**src/rtl/i2c_gf_pkg.sv**
```systemverilog
package i2c_gf_pkg;
    localparam int CODE_W  = 3;
    localparam int LEN_MAX = 32;
    localparam int LEN_W   = $clog2(LEN_MAX + 1);

    typedef logic [CODE_W-1:0] code_t;
    typedef logic [LEN_W-1:0]  len_t;

    typedef struct packed {
        logic lvl;
        logic rise;
        logic fall;
    } chan_out_t;

    // codes 0..4 are literal, above that a power of two
    function automatic len_t code_to_len(input code_t code);
        if (code <= code_t'(4))
            return len_t'(code);
        return len_t'(1) << (code - code_t'(2));
    endfunction
endpackage

```
**src/rtl/gf_sync.sv**
```systemverilog
module gf_sync #(
    parameter int W      = 2,
    parameter int STAGES = 2
) (
    input  logic         clk,
    input  logic         rst,
    input  logic [W-1:0] d,
    output logic [W-1:0] q
);
    logic [W-1:0] stg [STAGES];

    always_ff @(posedge clk) begin
        if (rst) begin
            for (int i = 0; i < STAGES; i++) stg[i] <= '1;
        end else begin
            stg[0] <= d;
            for (int i = 1; i < STAGES; i++) stg[i] <= stg[i-1];
        end
    end

    assign q = stg[STAGES-1];
endmodule

```
**src/rtl/gf_len_sel.sv**
```systemverilog
module gf_len_sel
    import i2c_gf_pkg::*;
(
    input  code_t code,
    input  logic  en,
    output len_t  req_len
);
    always_comb begin
        req_len = en ? code_to_len(code) : len_t'(0);
    end
endmodule

```
**src/rtl/gf_chan.sv**
```systemverilog
module gf_chan
    import i2c_gf_pkg::*;
(
    input  logic      clk,
    input  logic      rst,
    input  logic      din,
    input  len_t      req_len,
    output chan_out_t q
);
    logic lvl, rise, fall;
    len_t cnt, eff;
    logic done;

    // eff of 0 or 1 both mean one evaluation suffices
    always_comb begin
        done = (eff <= len_t'(1)) || (cnt >= eff - len_t'(1));
    end

    always_ff @(posedge clk) begin
        if (rst) begin
            lvl  <= 1'b1;
            cnt  <= '0;
            eff  <= '0;
            rise <= 1'b0;
            fall <= 1'b0;
        end else begin
            rise <= 1'b0;
            fall <= 1'b0;
            if (din == lvl) begin
                cnt <= '0;
                eff <= req_len;       // settings captured only while idle
            end else if (done) begin
                lvl  <= din;
                cnt  <= '0;
                rise <= din;
                fall <= ~din;
            end else begin
                cnt <= cnt + len_t'(1);
            end
        end
    end

    assign q = '{lvl: lvl, rise: rise, fall: fall};
endmodule

```
**src/rtl/i2c_glitch_filter.sv**
```systemverilog
module i2c_glitch_filter
    import i2c_gf_pkg::*;
#(
    parameter int SYNC_STAGES = 2
) (
    input  logic              clk,
    input  logic              rst,
    input  logic              scl_raw,
    input  logic              sda_raw,
    input  logic [CODE_W-1:0] flt_code,
    input  logic              flt_en,
    output logic              scl_flt,
    output logic              sda_flt,
    output logic              scl_rise,
    output logic              scl_fall,
    output logic              sda_rise,
    output logic              sda_fall
);
    localparam int NCH = 2;

    logic [NCH-1:0] raw_vec, sync_vec;
    len_t           req_len;
    chan_out_t      ch_q [NCH];
    logic           scl_sync, sda_sync;

    assign raw_vec = {sda_raw, scl_raw};

    gf_sync #(.W(NCH), .STAGES(SYNC_STAGES)) u_sync (
        .clk (clk),
        .rst (rst),
        .d   (raw_vec),
        .q   (sync_vec)
    );

    gf_len_sel u_len (
        .code    (flt_code),
        .en      (flt_en),
        .req_len (req_len)
    );

    for (genvar i = 0; i < NCH; i++) begin : g_ch
        gf_chan u_chan (
            .clk     (clk),
            .rst     (rst),
            .din     (sync_vec[i]),
            .req_len (req_len),
            .q       (ch_q[i])
        );
    end

    assign scl_sync = sync_vec[0];
    assign sda_sync = sync_vec[1];

    assign scl_flt  = ch_q[0].lvl;
    assign scl_rise = ch_q[0].rise;
    assign scl_fall = ch_q[0].fall;
    assign sda_flt  = ch_q[1].lvl;
    assign sda_rise = ch_q[1].rise;
    assign sda_fall = ch_q[1].fall;
endmodule

```
**config.mk**
```make
export PLATFORM = sky130hd
export DESIGN_NAME = i2c_glitch_filter
export DESIGN_NICKNAME = d
export VERILOG_FILES = /design/src/rtl/i2c_gf_pkg.sv /design/src/rtl/gf_sync.sv /design/src/rtl/gf_len_sel.sv /design/src/rtl/gf_chan.sv /design/src/rtl/i2c_glitch_filter.sv
export SDC_FILE = /design/constraint.sdc
export NUM_CORES = 1
export LEC_CHECK = 0
export ABC_AREA = 1
export ABC_CLOCK_PERIOD_IN_PS = 2400
export CAP_MARGIN = 20
export CORE_MARGIN = 2
export CORE_UTILIZATION = 30
export DETAILED_ROUTE_END_ITERATION = 6
export PLACE_DENSITY_LB_ADDON = 0.1
export RECOVER_POWER = 50
export SLEW_MARGIN = 25
export SYNTH_ARGS = -nofsm -noshare
export SYNTH_HDL_FRONTEND = slang
export SYNTH_SLANG_ARGS = --single-unit
```
**constraint.sdc**
```tcl
create_clock -name clk -period 2.4 [get_ports clk]
set_input_delay 0.48 -clock clk [delete_from_list [all_inputs] [get_ports clk]]
set_output_delay 0.48 -clock clk [all_outputs]
set_load 0.05 [all_outputs]
```
== Yosys cells after proc, flatten, opt, wreduce, memory -nomap -nowiden ==
Memory sizes are Yosys's and may differ from the RTL's.
Cells that the tools add are included.

* Word-level logic and storage cells: 49
* Register bits: 30
* Memory bits (writable): 4
* Bits of input ports: 8
* Output and inout bits: 6
* Memories kept: 1

{| class="wikitable"
|+ Memories
! name !! depth !! width !! rd ports !! clocked after Yosys merged registers in !! wr ports !! line !! source
|-
| u_sync.stg || 2 || 2 || 2 || 0 || 2 || gf_sync.sv:10 || <nowiki>logic [W-1:0] stg [STAGES];</nowiki>
|}

* Equality and inequality tests: 2
* Reductions and logical operators: 8
* Bitwise gates (word level): 8
* $lt $le $gt $ge: 5
* Shift operators: 1
* $add $sub $neg: 5
* Multiplexer cells: 9

{| class="wikitable"
|+ Operators with widths
! kind !! number
|-
| $mux 6 || 3
|-
| $add 6x1->6 const B || 2
|-
| $ge 6x6->1 || 2
|-
| $le 6x1->1 const B || 2
|-
| $reduce_or 3->1 || 4
|-
| $sub 6x1->6 const B || 2
|-
| $not 1->1 || 6
|-
| $shl 1x3->6 const A || 1
|-
| $mux 1 || 4
|-
| $mux 2 || 2
|-
| $reduce_and 2->1 || 2
|-
| $le 3x3->1 const B || 1
|-
| $sub 3x2->3 const B || 1
|-
| $eq 1x1->1 || 2
|-
| $logic_or 1x1->1 || 2
|-
| $or 1x1->1 || 2
|}

== Longest topological paths before layout ==
* Depth after elaboration: 5
* Gate-level depth with buffers: 14
* Mapped depth without buffers: 14

== Modules after synthesis ==
From an unflattened synthesis, not the netlist that was laid out.

* Cell total of the unflattened synthesis: 250
* Area total of the unflattened synthesis: 1,888.1 um2

{| class="wikitable"
|+ By module, submodules not included
! module !! sequential area each (um2) !! cells an instance !! area each (um2) !! times used
|-
| gf_chan || 300.3 || 111 || 853.3 || 2
|-
| gf_sync || 80.1 || 15 || 131.4 || 1
|-
| gf_len_sel || 0.0 || 13 || 50.0 || 1
|}

== Least setup slack after synthesis ==
Ideal clock, no wire load.

* Path type: reg2reg
* Start point: register g_ch[1].u_chan.eff[0]
* End point: register g_ch[1].u_chan.lvl
* Library setup time: 0.126 ns
* Clock period less this slack: 1.817 ns
* Stages on the path, launching flop included: 15
* Arrival time: 1.691 ns
* Required time: 2.274 ns
* Slack: 0.583 ns
* Path through: dfxtp_1 -> inv_1 -> ha_1 -> nand2_1 -> xor2_1 -> inv_1 -> ha_1 -> nand2_1 -> inv_1 -> nand2_1 -> nand2_1 -> nor2_4 -> nand2_2 -> nand2_1 -> nand3_1

* Longest elaborated chain between the ends: 4
* Elaborated cells between the ends (all ways): 5
* Classes of those cells: add/sub (1); order compare (2); reduce/logical (2)

{| class="wikitable"
|+ Ends and longest elaborated chain
! item !! line !! source
|-
| start: declaration || gf_chan.sv:11 || <nowiki>len_t cnt, eff;</nowiki>
|-
| start signal: assignment || gf_chan.sv:31 || <nowiki>eff <= req_len;</nowiki>
|-
| $sub 6x1->6 || gf_chan.sv:16 || <nowiki>done = (eff <= len_t'(1)) || (cnt >= eff - len_t'(1));</nowiki>
|-
| $ge 6x6->1 || gf_chan.sv:16 ||
|-
| $logic_or 1x1->1 (*) || gf_chan.sv:16 ||
|-
| $reduce_and 2->1 (no line) (*) || - ||
|-
| end signal: assignment || gf_chan.sv:33 || <nowiki>lvl <= din;</nowiki>
|-
| end: declaration || gf_chan.sv:10 || <nowiki>logic lvl, rise, fall;</nowiki>
|}

Every way passes the cells marked *; elsewhere a longest branch is shown, timed or not.
A chain may end at the register's enable or synchronous reset.

== Final worst setup path ==
* Start point: register g_ch[0].u_chan.eff[0]
* End point: register g_ch[0].u_chan.lvl

* Longest elaborated chain between the ends: 4
* Elaborated cells between the ends (all ways): 5
* Classes of those cells: add/sub (1); order compare (2); reduce/logical (2)

{| class="wikitable"
|+ Ends and longest elaborated chain
! item !! line
|-
| start: declaration || gf_chan.sv:11
|-
| start signal: assignment || gf_chan.sv:31
|-
| $sub 6x1->6 || gf_chan.sv:16
|-
| $ge 6x6->1 || gf_chan.sv:16
|-
| $logic_or 1x1->1 (*) || gf_chan.sv:16
|-
| $reduce_and 2->1 (no line) (*) || -
|-
| end signal: assignment || gf_chan.sv:33
|-
| end: declaration || gf_chan.sv:10
|}

Marks and branches as above.

==> qor.yml <==
run_status:
  outcome: "finished clean"
logic_synthesis:
  yosys-top-cells-area: "dfxtp_1 38%, ha_1 13%, nand2_1 6.7%"
  synth_edf_count: 0
  netlist_instances: 218
  syn-num-nets: 245
  yosys_warnings: 0
  synth_flop_cell: "dfxtp_1"
  synth_top_cell_by_area: "dfxtp_1"
  ys_async_sr_fraction: 0
  ys_types: 22
  synth_top_cells_by_count: "34 x dfxtp_1, 32 x nand2_1, 29 x inv_1"
  synth_area_um2: 1780
  synth_top_area_frac: 0.382
  synth.most_common_cell: "dfxtp_1"
  ys_ff_latch: 34
  syn_area_per_cell_um2: 8.17
  seq_area_frac_synth: 0.382
timing:
  fin_skew_ns: 0.00646
  maxSlewViolCount: 0
  fin_crit_sh: 0.843
  final.min_clock_period_ns: 2.02
  setup_viol: 0
  fmax_mhz: 494
  setup_ws_ns: 0.377
  rsz0062_at_grt: "no"
  hold_viol: 0
  slew_headroom: 0.664
  tightestPinTransition_ns: 0.502
  fin_tns_setup_ns: 0
global_routing:
  grt_pass1_wl_mm: 5.83
  grt_max_degree: 10
  grt_overflow: 0
  grt_use_total: 0.116
  antenna_found_initial: 0
  grt_pass1_vias: 1296
place:
  dpl_worst_slack_ns: 0.302
  gp_congestion: 0.698
  dpl-instance-area_um2: 2000
  portBuffers: 13
  detailed_place_hpwl_mm: 2.52
clocking:
  cts_made_buffers: 5
  cts_sinks: 34
  cts_tree: "yes"
  htree_num_levels: 2
  cts_hold_buf: 0
  postCtsSetupRepairBufs: 0
  cts_root_buf: "clkbuf_8"
  clk_latency_ns: 0.28
  clkTransAtPathRegs_ns: 0.06
  clockBufferDepth: 2
  post_cts_resized: 0
route:
  first_iter_violations: 30
  ant_nets: 0
  drc: 0
  drt_wl_total_mm: 3.19
  wire_per_inst_um: 10.2
  viasPerCell: 4.20
  first_pass_iters: 4
  route.vias.total: 1309
job:
  max-cap-violations: 0
finish:
  drive_gt1_frac: 0.114
  antenna_cells: 0
  final_nets: 265
  final_area_um2: 2080
  area_delta_synth_final_pct: 16.7
  utilization: 0.357
critical_path:
  worstPathMaxFanout: 3
  crit_type: "register to register"
  cp.required_ns: 2.56
  reg2regPathDepth: 11
  worstPathArrival_ns: 2.18
  cp-end-kind: "register"
  cp-start-kind: "register"
floorplanning:
  row_count: 28
  core-area_um2: 5820
  die_x_um: 81.0
  initial_core_util: 0.306
  ios: 14
  die_y_um: 81.0
  dieArea_um2: 6570
power:
  leakagePower_uw: 0.000921
  power.density_nw_per_um2: 565
  peakVddDrop_mv: 0.214
min_path:
  worstHoldPathType: "register to register"
  min_path_cells: 1
-- cells in the final DEF, fill, tap and decap left out, types with 4 or more instances in the layout --
cell type        count
nand2_1             34
dfxtp_1             34
inv_1               29
nor2_1              28
ha_1                19
nand3_1             15
xor2_1              10
o22ai_1              8
clkdlybuf4s50_1      7
xnor2_1              6
clkbuf_8             6
dlygate4sd3_1        6
nor2_2               4
nor2_4               4
nand2_2              4
o21ai_0              4
or2_2                4
-- state kept, by name (all words and copies together), names as in the netlist --
register / flops
g_ch.u_chan.lvl: 2
g_ch.u_chan.fall: 2
g_ch.u_chan.rise: 2
g_ch.u_chan.eff: 12
g_ch.u_chan.cnt: 12
u_sync.stg: 4
-- report_power, final --
part	switching (uW)	total [uW]	internal [uW]	leakage, uW
Combinational	108	173	65.2	0.000602
Sequential	9.01	588	579	0.000276
Clock	191	413	221	0.0000431
-- layer usage --
layer | track usage | up-vias | wire length (um)
met4 | 0.0508 | 0 | 65
met3 | 0.0422 | 7 | 152
li1 | - | 733 | -
met1 | 0.159 | 554 | 1700
met5 | 0 | - | 0
met2 | 0.162 | 15 | 1270
-- area by class of cell --
class,instances,area (um^2)
Fill cell,647,3740
Clock buffer,6,82.6
Multi-Input combinational cell,153,975
Timing Repair Buffer,13,130
Tap cell,75,93.8
Sequential cell,34,681
Inverter,31,116
-- cells by family after synthesis --
family / synth area share
buffers and inverters: 0.0654
AO/OA/AOI/OAI: 0.0576
flip-flops: 0.382
adder cells (fa/ha/maj): 0.134
XOR/XNOR: 0.0787
AND/OR/NAND/NOR: 0.282
-- metrics by stage --
stage | power [uW] | hold WS [ns] | cells
CTS | 1200 | 0.408 | 312
global route | 1240 | 0.425 | 312
finish | 1170 | 0.406 | 312
detailed placement | 780 | 0.393 | 306
floorplan | 728 | 0.389 | 218
global placement | 780 | 0.391 | 306
-- worst max-delay path, stage by stage, from the launching register on --
cell,delay (ns)
dfxtp_1,0.33
nor3_1,0.30
nand3_1,0.13
xor2_1,0.15
inv_1,0.06
ha_1,0.28
a21oi_1,0.17
nand2_1,0.11
nor2_4,0.16
nand2_2,0.07
nand2_1,0.07
nand3_1,0.07
-- path summary, 6_finish.rpt --
kind                              to                   from  slack [ns]
setup / recovery  g_ch[0].u_chan.lvl  g_ch[0].u_chan.eff[0]        0.38
hold reg to reg     u_sync.stg[0][2]       u_sync.stg[0][0]        0.41
hold / removal      u_sync.stg[0][2]       u_sync.stg[0][0]        0.41
setup reg to reg  g_ch[0].u_chan.lvl  g_ch[0].u_chan.eff[0]        0.38
No activity file was read; power rests on OpenSTA's default activity.
